## config.mk

```make
export PLATFORM = sky130hd
export DESIGN_NAME = lite_core
export DESIGN_NICKNAME = d
export VERILOG_FILES = /design/src/rtl/lite_core_pkg.sv /design/src/rtl/lite_core_decode.sv /design/src/rtl/lite_core_alu.sv /design/src/rtl/lite_core_regs.sv /design/src/rtl/lite_core_pc.sv /design/src/rtl/lite_core.sv
export SDC_FILE = /design/constraint.sdc
export NUM_CORES = 2
export LEC_CHECK = 0
export ABC_AREA = 1
export BUFFER_PORTS_ARGS = -buffer_cell sky130_fd_sc_hd__buf_2
export CORE_UTILIZATION = 41
export CTS_CLUSTER_DIAMETER = 40
export DETAILED_ROUTE_END_ITERATION = 12
export HOLD_SLACK_MARGIN = 0.02
export SLEW_MARGIN = 0
export SYNTH_ARGS = -nofsm -noshare
export SYNTH_HDL_FRONTEND = slang
export SYNTH_SLANG_ARGS = --single-unit
```

## constraint.sdc

```tcl
create_clock -name clk -period 7.5 [get_ports clk]
set_clock_uncertainty 0.2 [all_clocks]
set_input_delay 1.5 -clock clk [delete_from_list [all_inputs] [get_ports clk]]
set_output_delay 1.5 -clock clk [all_outputs]
set_load 0.02 [all_outputs]
```

## src/rtl/lite_core_pkg.sv

```systemverilog
package lite_core_pkg;

    localparam int WORD_W   = 32;
    localparam int FIELD_W  = 5;
    localparam int OPC_W    = 6;
    localparam int IMM_W    = 16;

    localparam logic [OPC_W-1:0] OPC_RFMT  = 6'h00;
    localparam logic [OPC_W-1:0] OPC_ORIMM = 6'h0D;
    localparam logic [OPC_W-1:0] OPC_LOAD  = 6'h23;
    localparam logic [OPC_W-1:0] OPC_STORE = 6'h2B;
    localparam logic [OPC_W-1:0] OPC_BREQ  = 6'h04;
    localparam logic [OPC_W-1:0] FN_ADD    = 6'h21;
    localparam logic [OPC_W-1:0] FN_SUB    = 6'h23;

    typedef enum logic [2:0] {
        ALU_AND = 3'b000,
        ALU_OR  = 3'b001,
        ALU_ADD = 3'b010,
        ALU_SUB = 3'b110,
        ALU_SLT = 3'b111
    } alu_op_e;

    // Instruction word viewed in register format; bits 15:0 double as the literal.
    typedef struct packed {
        logic [OPC_W-1:0]   opcode;
        logic [FIELD_W-1:0] src_a;
        logic [FIELD_W-1:0] src_b;
        logic [FIELD_W-1:0] dst;
        logic [FIELD_W-1:0] shift;
        logic [OPC_W-1:0]   fn;
    } iword_t;

    typedef struct packed {
        logic    reg_we;
        logic    dst_from_rd;
        logic    b_from_imm;
        logic    imm_zero;
        logic    mem_we;
        logic    wb_from_mem;
        logic    is_branch;
        alu_op_e alu_op;
    } ctrl_t;

    function automatic logic [WORD_W-1:0] widen_imm(input logic [IMM_W-1:0] imm,
                                                    input logic zero_fill);
        return zero_fill ? {{(WORD_W-IMM_W){1'b0}}, imm}
                         : {{(WORD_W-IMM_W){imm[IMM_W-1]}}, imm};
    endfunction

    function automatic logic [WORD_W-1:0] branch_disp(input logic [IMM_W-1:0] imm);
        return {{(WORD_W-IMM_W-2){imm[IMM_W-1]}}, imm, 2'b00};
    endfunction

endpackage

```

## src/rtl/lite_core_decode.sv

```systemverilog
module lite_core_decode
    import lite_core_pkg::*;
(
    input  logic [OPC_W-1:0] opcode,
    input  logic [OPC_W-1:0] fn,
    output ctrl_t            ctrl
);

    always_comb begin
        ctrl        = '0;
        ctrl.alu_op = ALU_ADD;
        case (opcode)
            OPC_RFMT: begin
                case (fn)
                    FN_ADD: begin
                        ctrl.reg_we      = 1'b1;
                        ctrl.dst_from_rd = 1'b1;
                        ctrl.alu_op      = ALU_ADD;
                    end
                    FN_SUB: begin
                        ctrl.reg_we      = 1'b1;
                        ctrl.dst_from_rd = 1'b1;
                        ctrl.alu_op      = ALU_SUB;
                    end
                    default: ;
                endcase
            end
            OPC_ORIMM: begin
                ctrl.reg_we     = 1'b1;
                ctrl.b_from_imm = 1'b1;
                ctrl.imm_zero   = 1'b1;
                ctrl.alu_op     = ALU_OR;
            end
            OPC_LOAD: begin
                ctrl.reg_we      = 1'b1;
                ctrl.b_from_imm  = 1'b1;
                ctrl.wb_from_mem = 1'b1;
            end
            OPC_STORE: begin
                ctrl.mem_we     = 1'b1;
                ctrl.b_from_imm = 1'b1;
            end
            OPC_BREQ: begin
                ctrl.is_branch = 1'b1;
                ctrl.alu_op    = ALU_SUB;
            end
            default: ;
        endcase
    end

endmodule

```

## src/rtl/lite_core_alu.sv

```systemverilog
module lite_core_alu
    import lite_core_pkg::*;
#(
    parameter int W = WORD_W
) (
    input  logic [W-1:0] a,
    input  logic [W-1:0] b,
    input  alu_op_e      op,
    output logic [W-1:0] res,
    output logic         zero
);

    logic lt;
    assign lt = $signed(a) < $signed(b);

    always_comb begin
        case (op)
            ALU_AND: res = a & b;
            ALU_OR:  res = a | b;
            ALU_ADD: res = a + b;
            ALU_SUB: res = a - b;
            ALU_SLT: res = {{(W-1){1'b0}}, lt};
            default: res = '0;
        endcase
    end

    assign zero = (res == '0);

endmodule

```

## src/rtl/lite_core_regs.sv

```systemverilog
module lite_core_regs #(
    parameter int W     = 32,
    parameter int DEPTH = 32,
    parameter int NRD   = 2,
    localparam int AW   = $clog2(DEPTH)
) (
    input  logic                  clk,
    input  logic                  wr_en,
    input  logic [AW-1:0]         wr_idx,
    input  logic [W-1:0]          wr_data,
    input  logic [NRD-1:0][AW-1:0] rd_idx,
    output logic [NRD-1:0][W-1:0]  rd_data
);

    logic [W-1:0] store_q [DEPTH];

    // Entry 0 is never written; its reads are forced to zero below.
    always_ff @(posedge clk) begin
        if (wr_en && (wr_idx != '0)) begin
            store_q[wr_idx] <= wr_data;
        end
    end

    for (genvar p = 0; p < NRD; p++) begin : g_rd
        assign rd_data[p] = (rd_idx[p] == '0) ? '0 : store_q[rd_idx[p]];
    end

endmodule

```

## src/rtl/lite_core_pc.sv

```systemverilog
module lite_core_pc #(
    parameter int W = 32
) (
    input  logic         clk,
    input  logic         rst,
    input  logic         take,
    input  logic [W-1:0] disp,
    output logic [W-1:0] pc
);

    logic [W-1:0] seq;
    logic [W-1:0] target;

    assign seq    = pc + W'(4);
    assign target = seq + disp;

    always_ff @(posedge clk) begin
        if (rst) begin
            pc <= '0;
        end else begin
            pc <= take ? target : seq;
        end
    end

endmodule

```

## src/rtl/lite_core.sv

```systemverilog
module lite_core
    import lite_core_pkg::*;
#(
    parameter int NUM_REGS = 32
) (
    input  logic              clk,
    input  logic              rst,
    output logic [WORD_W-1:0] imem_addr,
    input  logic [WORD_W-1:0] imem_rdata,
    output logic [WORD_W-1:0] dmem_addr,
    output logic [WORD_W-1:0] dmem_wdata,
    output logic              dmem_we,
    input  logic [WORD_W-1:0] dmem_rdata
);

    localparam int AW = $clog2(NUM_REGS);

    iword_t                  ins;
    ctrl_t                   ctrl;
    logic [IMM_W-1:0]        imm16;
    logic [1:0][AW-1:0]      rd_idx;
    logic [1:0][WORD_W-1:0]  rd_data;
    logic [WORD_W-1:0]       rs_val;
    logic [WORD_W-1:0]       rt_val;
    logic [WORD_W-1:0]       imm_ext;
    logic [WORD_W-1:0]       alu_b;
    logic [WORD_W-1:0]       alu_res;
    logic                    alu_zero;
    logic                    take;
    logic                    rf_we;
    logic [AW-1:0]           rf_widx;
    logic [WORD_W-1:0]       rf_wdata;
    logic [WORD_W-1:0]       pc;

    assign ins   = iword_t'(imem_rdata);
    assign imm16 = {ins.dst, ins.shift, ins.fn};

    lite_core_decode u_decode (
        .opcode (ins.opcode),
        .fn     (ins.fn),
        .ctrl   (ctrl)
    );

    assign rd_idx[0] = AW'(ins.src_a);
    assign rd_idx[1] = AW'(ins.src_b);

    lite_core_regs #(
        .W     (WORD_W),
        .DEPTH (NUM_REGS),
        .NRD   (2)
    ) u_regs (
        .clk     (clk),
        .wr_en   (rf_we),
        .wr_idx  (rf_widx),
        .wr_data (rf_wdata),
        .rd_idx  (rd_idx),
        .rd_data (rd_data)
    );

    assign rs_val  = rd_data[0];
    assign rt_val  = rd_data[1];
    assign imm_ext = widen_imm(imm16, ctrl.imm_zero);
    assign alu_b   = ctrl.b_from_imm ? imm_ext : rt_val;

    lite_core_alu #(.W(WORD_W)) u_alu (
        .a    (rs_val),
        .b    (alu_b),
        .op   (ctrl.alu_op),
        .res  (alu_res),
        .zero (alu_zero)
    );

    assign take = ctrl.is_branch & alu_zero;

    lite_core_pc #(.W(WORD_W)) u_pc (
        .clk  (clk),
        .rst  (rst),
        .take (take),
        .disp (branch_disp(imm16)),
        .pc   (pc)
    );

    // Write-back: all commits happen on the same edge and are blocked in reset.
    assign rf_we    = ctrl.reg_we & ~rst;
    assign rf_widx  = ctrl.dst_from_rd ? AW'(ins.dst) : AW'(ins.src_b);
    assign rf_wdata = ctrl.wb_from_mem ? dmem_rdata : alu_res;

    assign imem_addr  = pc;
    assign dmem_addr  = alu_res;
    assign dmem_wdata = rt_val;
    assign dmem_we    = ctrl.mem_we & ~rst;

endmodule

```

==> impl_metrics.ini <==
[run_status]
status = finished clean

[min_path]
min_path_cells = 3
hold_class = register to register

[placement]
port_buffers = 160
dp_cells = 8771
globalplace.congestion = 1.001
dp_hpwl_mm = 156.4
place_area_um2 = 65340

[floorplanning]
die_x_um = 381.7
dieHeight_um = 381.7
start_util = 0.4155
core_area_um2 = 142300
io_pins = 163
design.die.area_um2 = 145700
rows = 138

[sta]
whs_ns = 0.3775
maxSlewViolCount = 0
fmax_mhz = 135.6
timing_hold_violations_final = 0
worst_pin_slew_ns = 1.356
final.min_clock_period_ns = 7.377
finalSetupViolCount = 0
min_period_over_period = 0.9836
grt_setup_unrepaired = true
slew_headroom = 0.09368
setup_tns_ns = 0

[clock_tree]
holdBufCountCts = 0
cts_sinks = 1054
htree_num_levels = 4
cts-root-buf = clkbuf_16
cts_tree = done
clkTransAtPathRegs_ns = 0.04
cts_buffer_depth = 3
numCtsBuffers = 151
clk-insertion-delay-late_ns = 0.81

[global_routing]
grt_pass1_vias = 52790
grt_pass1_wl_mm = 350.6
grt_max_degree = 89
grt.total_usage = 0.3246
antenna_found_initial = 8
gr-total-overflow = 0

[pwr]
p_per_area_nw_per_um2 = 265.7
ir_drop_mv = 0.2421
leakagePower_nw = 26.59

[synthesis]
syn_area_um2 = 59110
synth_cells = 6712
synthArstFlopShare = 0
synth_edf_count = 1024
ys_seq_area_frac = 0.5304
synth.avg_cell_area_um2 = 8.807
synthDistinctLibCells = 57
synth_ff_type = edfxtp_1
ys_seq_elements = 1054
yosys_warnings = 0

[worst_setup_path]
worstSetupEndpointType = output port
path_max_fanout = 48
reg2reg_depth = 31
critical_path_class = primary input to output port
start_kind = primary input
critPathArrivalTime_ns = 5.68
crit_chain = clkbuf_8 > inv_8 > buf_12 > buf_4 > o21ai_0 > o22ai_1 > o21ai_0 > o21ai_0 > o211ai_1 > ha_1 > buf_4 > nor2_1 > buf_4 > nand2_1 > nor2_2 > nand3_1 > nand3_1 > nand2_1 > nand2_1 > nor2_1 > nor2_1 > inv_1 > buf_2
cp_slowest_cell = ha_1
crit_required_ns = 5.80
slowest_delay_ns = 0.45

[final_layout]
design_area_um2 = 70850
drive_gt1_frac = 0.1429
final_cells = 9060
finalNetCount = 7242
area_growth_pct = 19.85

[detailed_routing]
drt_pass1_iterations = 6
wl_per_cell_um = 27.07
vias_per_cell = 6.270
routed_wl_mm = 245.3
drc = 0
drtAntennaViolNets = 0
num_vias = 56800
drt-initial-drc-count = 8814

[flow_run]
maxCapViolCount = 0
## repair_timing
item,CTS,global route
setup endpoints to repair,4,22
pin swaps,0,9
buffers inserted,0,10
cloned,0,4
gates resized for setup,4,70
## power by group
group          internal [mW]  switching, mW  total, mW
Combinational           1.28           3.09       4.38
Clock                   4.31           2.85       7.16
Sequential              7.25         0.0288       7.28
Total                   12.8           5.97       18.8
## state kept, by name, summed over array words and instances (netlist names)
| name | cells |
|---|---|
| u_pc.pc | 30 |
| u_regs.store_q | 1024 |
## cell families (layout without fill, tap and decap cells)
family                     count (synthesis)  count (layout)  share of synthesized area
AOI/OAI and AO/OA                       2016            2016                     0.1989
xor gates and xnor gates                  54              54                   0.008001
adders and majority gates                128             128                    0.02747
buffers and inverters                    936            1359                    0.06104
DFF                                     1054            1054                     0.5304
muxes                                      1               1                  0.0001693
other                                      1              36                 0.00006344
and+or+nand+nor                         2522            2522                     0.1739
## Yosys cell counts (3+ instances only)
cell       instances  area share
nor2_1          1314       0.083
o21ai_0         1227        0.10
edfxtp_1        1024        0.52
nand2_1          724       0.046
inv_1            432       0.027
clkbuf_1         407       0.026
nand3_1          340       0.029
o221ai_1         269       0.040
a21oi_1          189       0.016
o22ai_1          171       0.018
ha_1             125       0.026
o211ai_1          87       0.011
nand4_1           40      0.0042
xor2_1            40      0.0059
buf_1             37      0.0023
buf_2             36      0.0030
dfxtp_1           30       0.010
or2_2             28      0.0030
nor3_1            26      0.0022
o21bai_1          18      0.0023
nor4_1            14      0.0015
xnor2_1           14      0.0021
a311oi_1          10      0.0015
o2111ai_1         10      0.0015
and2_1             7     0.00074
buf_4              7     0.00089
inv_2              7     0.00044
a32o_1             6      0.0010
clkinv_1           6     0.00038
nor2_2             6     0.00064
o311ai_0           6     0.00089
o31ai_1            6     0.00076
a31oi_1            4     0.00042
and3_1             4     0.00042
nand3_2            4     0.00068
nand3b_1           4     0.00051
a21o_1             3     0.00038
a2bb2oi_1          3     0.00044
buf_6              3     0.00057
fa_1               3      0.0010
## worst paths after layout
kind	to	slack, ns	from
setup / recovery	dmem_addr[26]	0.12	imem_rdata[22]
hold / removal	u_pc.pc[2]	0.38	u_pc.pc[2]
setup reg to reg	u_pc.pc[28]	2.33	u_regs.store_q[2][26]
hold reg to reg	u_pc.pc[2]	0.38	u_pc.pc[2]
## stage by stage
stage / power [mW] / util / setup slack (ns)
global route: 19.39 / 0.4979 / -0.02171
finish: 18.82 / 0.4979 / 0.1233
CTS: 18.72 / 0.4952 / 0.007608
floorplan: 9.574 / - / 0.8895
global placement: 11.59 / 0.4592 / -0.1549
detailed placement: 11.61 / 0.4592 / -0.1366
## layout make-up
cell class	count	area (um2)
Fill cell	12990	71430
Sequential cell	1054	31350
Multi-Input combinational cell	4755	24690
Timing Repair Buffer	641	5612
Clock buffer	171	4000
Tap cell	1890	2365
Inverter	445	1719
Clock inverter	102	1107
Antenna cell	2	5.005
## worst max-delay path, delay by kind of cell
family                     cells  cell delay (ns)
buffers and inverters          8             1.59
and+or+nand+nor                9             1.13
AOI/OAI and AO/OA              5             0.91
adders and majority gates      1             0.45
## per-layer routing
| metal | global-route usage | wire (um) | part of all wire | vias to the layer above |
|---|---|---|---|---|
| li1 | - | - | - | 24600 |
| met1 | 0.4258 | 92340 | 0.38 | 27100 |
| met2 | 0.4987 | 108200 | 0.44 | 4252 |
| met3 | 0.07266 | 30490 | 0.12 | 843 |
| met4 | 0.1747 | 14170 | 0.058 | 6 |
| met5 | 0 | 41 | 0.00017 | - |
## layout by cell type (no fill, tap or decap), drive strengths merged, types with 2 or more instances in the layout
master,count
o22ai,171
xor2,40
nand4,40
nor3,28
a2bb2oi,3
bufinv,12
conb,34
o21ai,1229
edfxtp,1024
o21bai,18
a32o,6
o311ai,6
a311oi,10
ha,125
nor2,1322
nor4,14
and2,7
inv,458
nand3b,4
diode,2
clkinv,64
nand2,725
a21oi,190
o31ai,6
nand3,346
a31oi,4
o211ai,87
buf,635
or2,29
a21o,3
o2111ai,10
xnor2,14
dfxtp,30
o221ai,269
fa,3
and3,4
clkbuf,177
clkinvlp,13
Power figures use the tool's default switching activity.
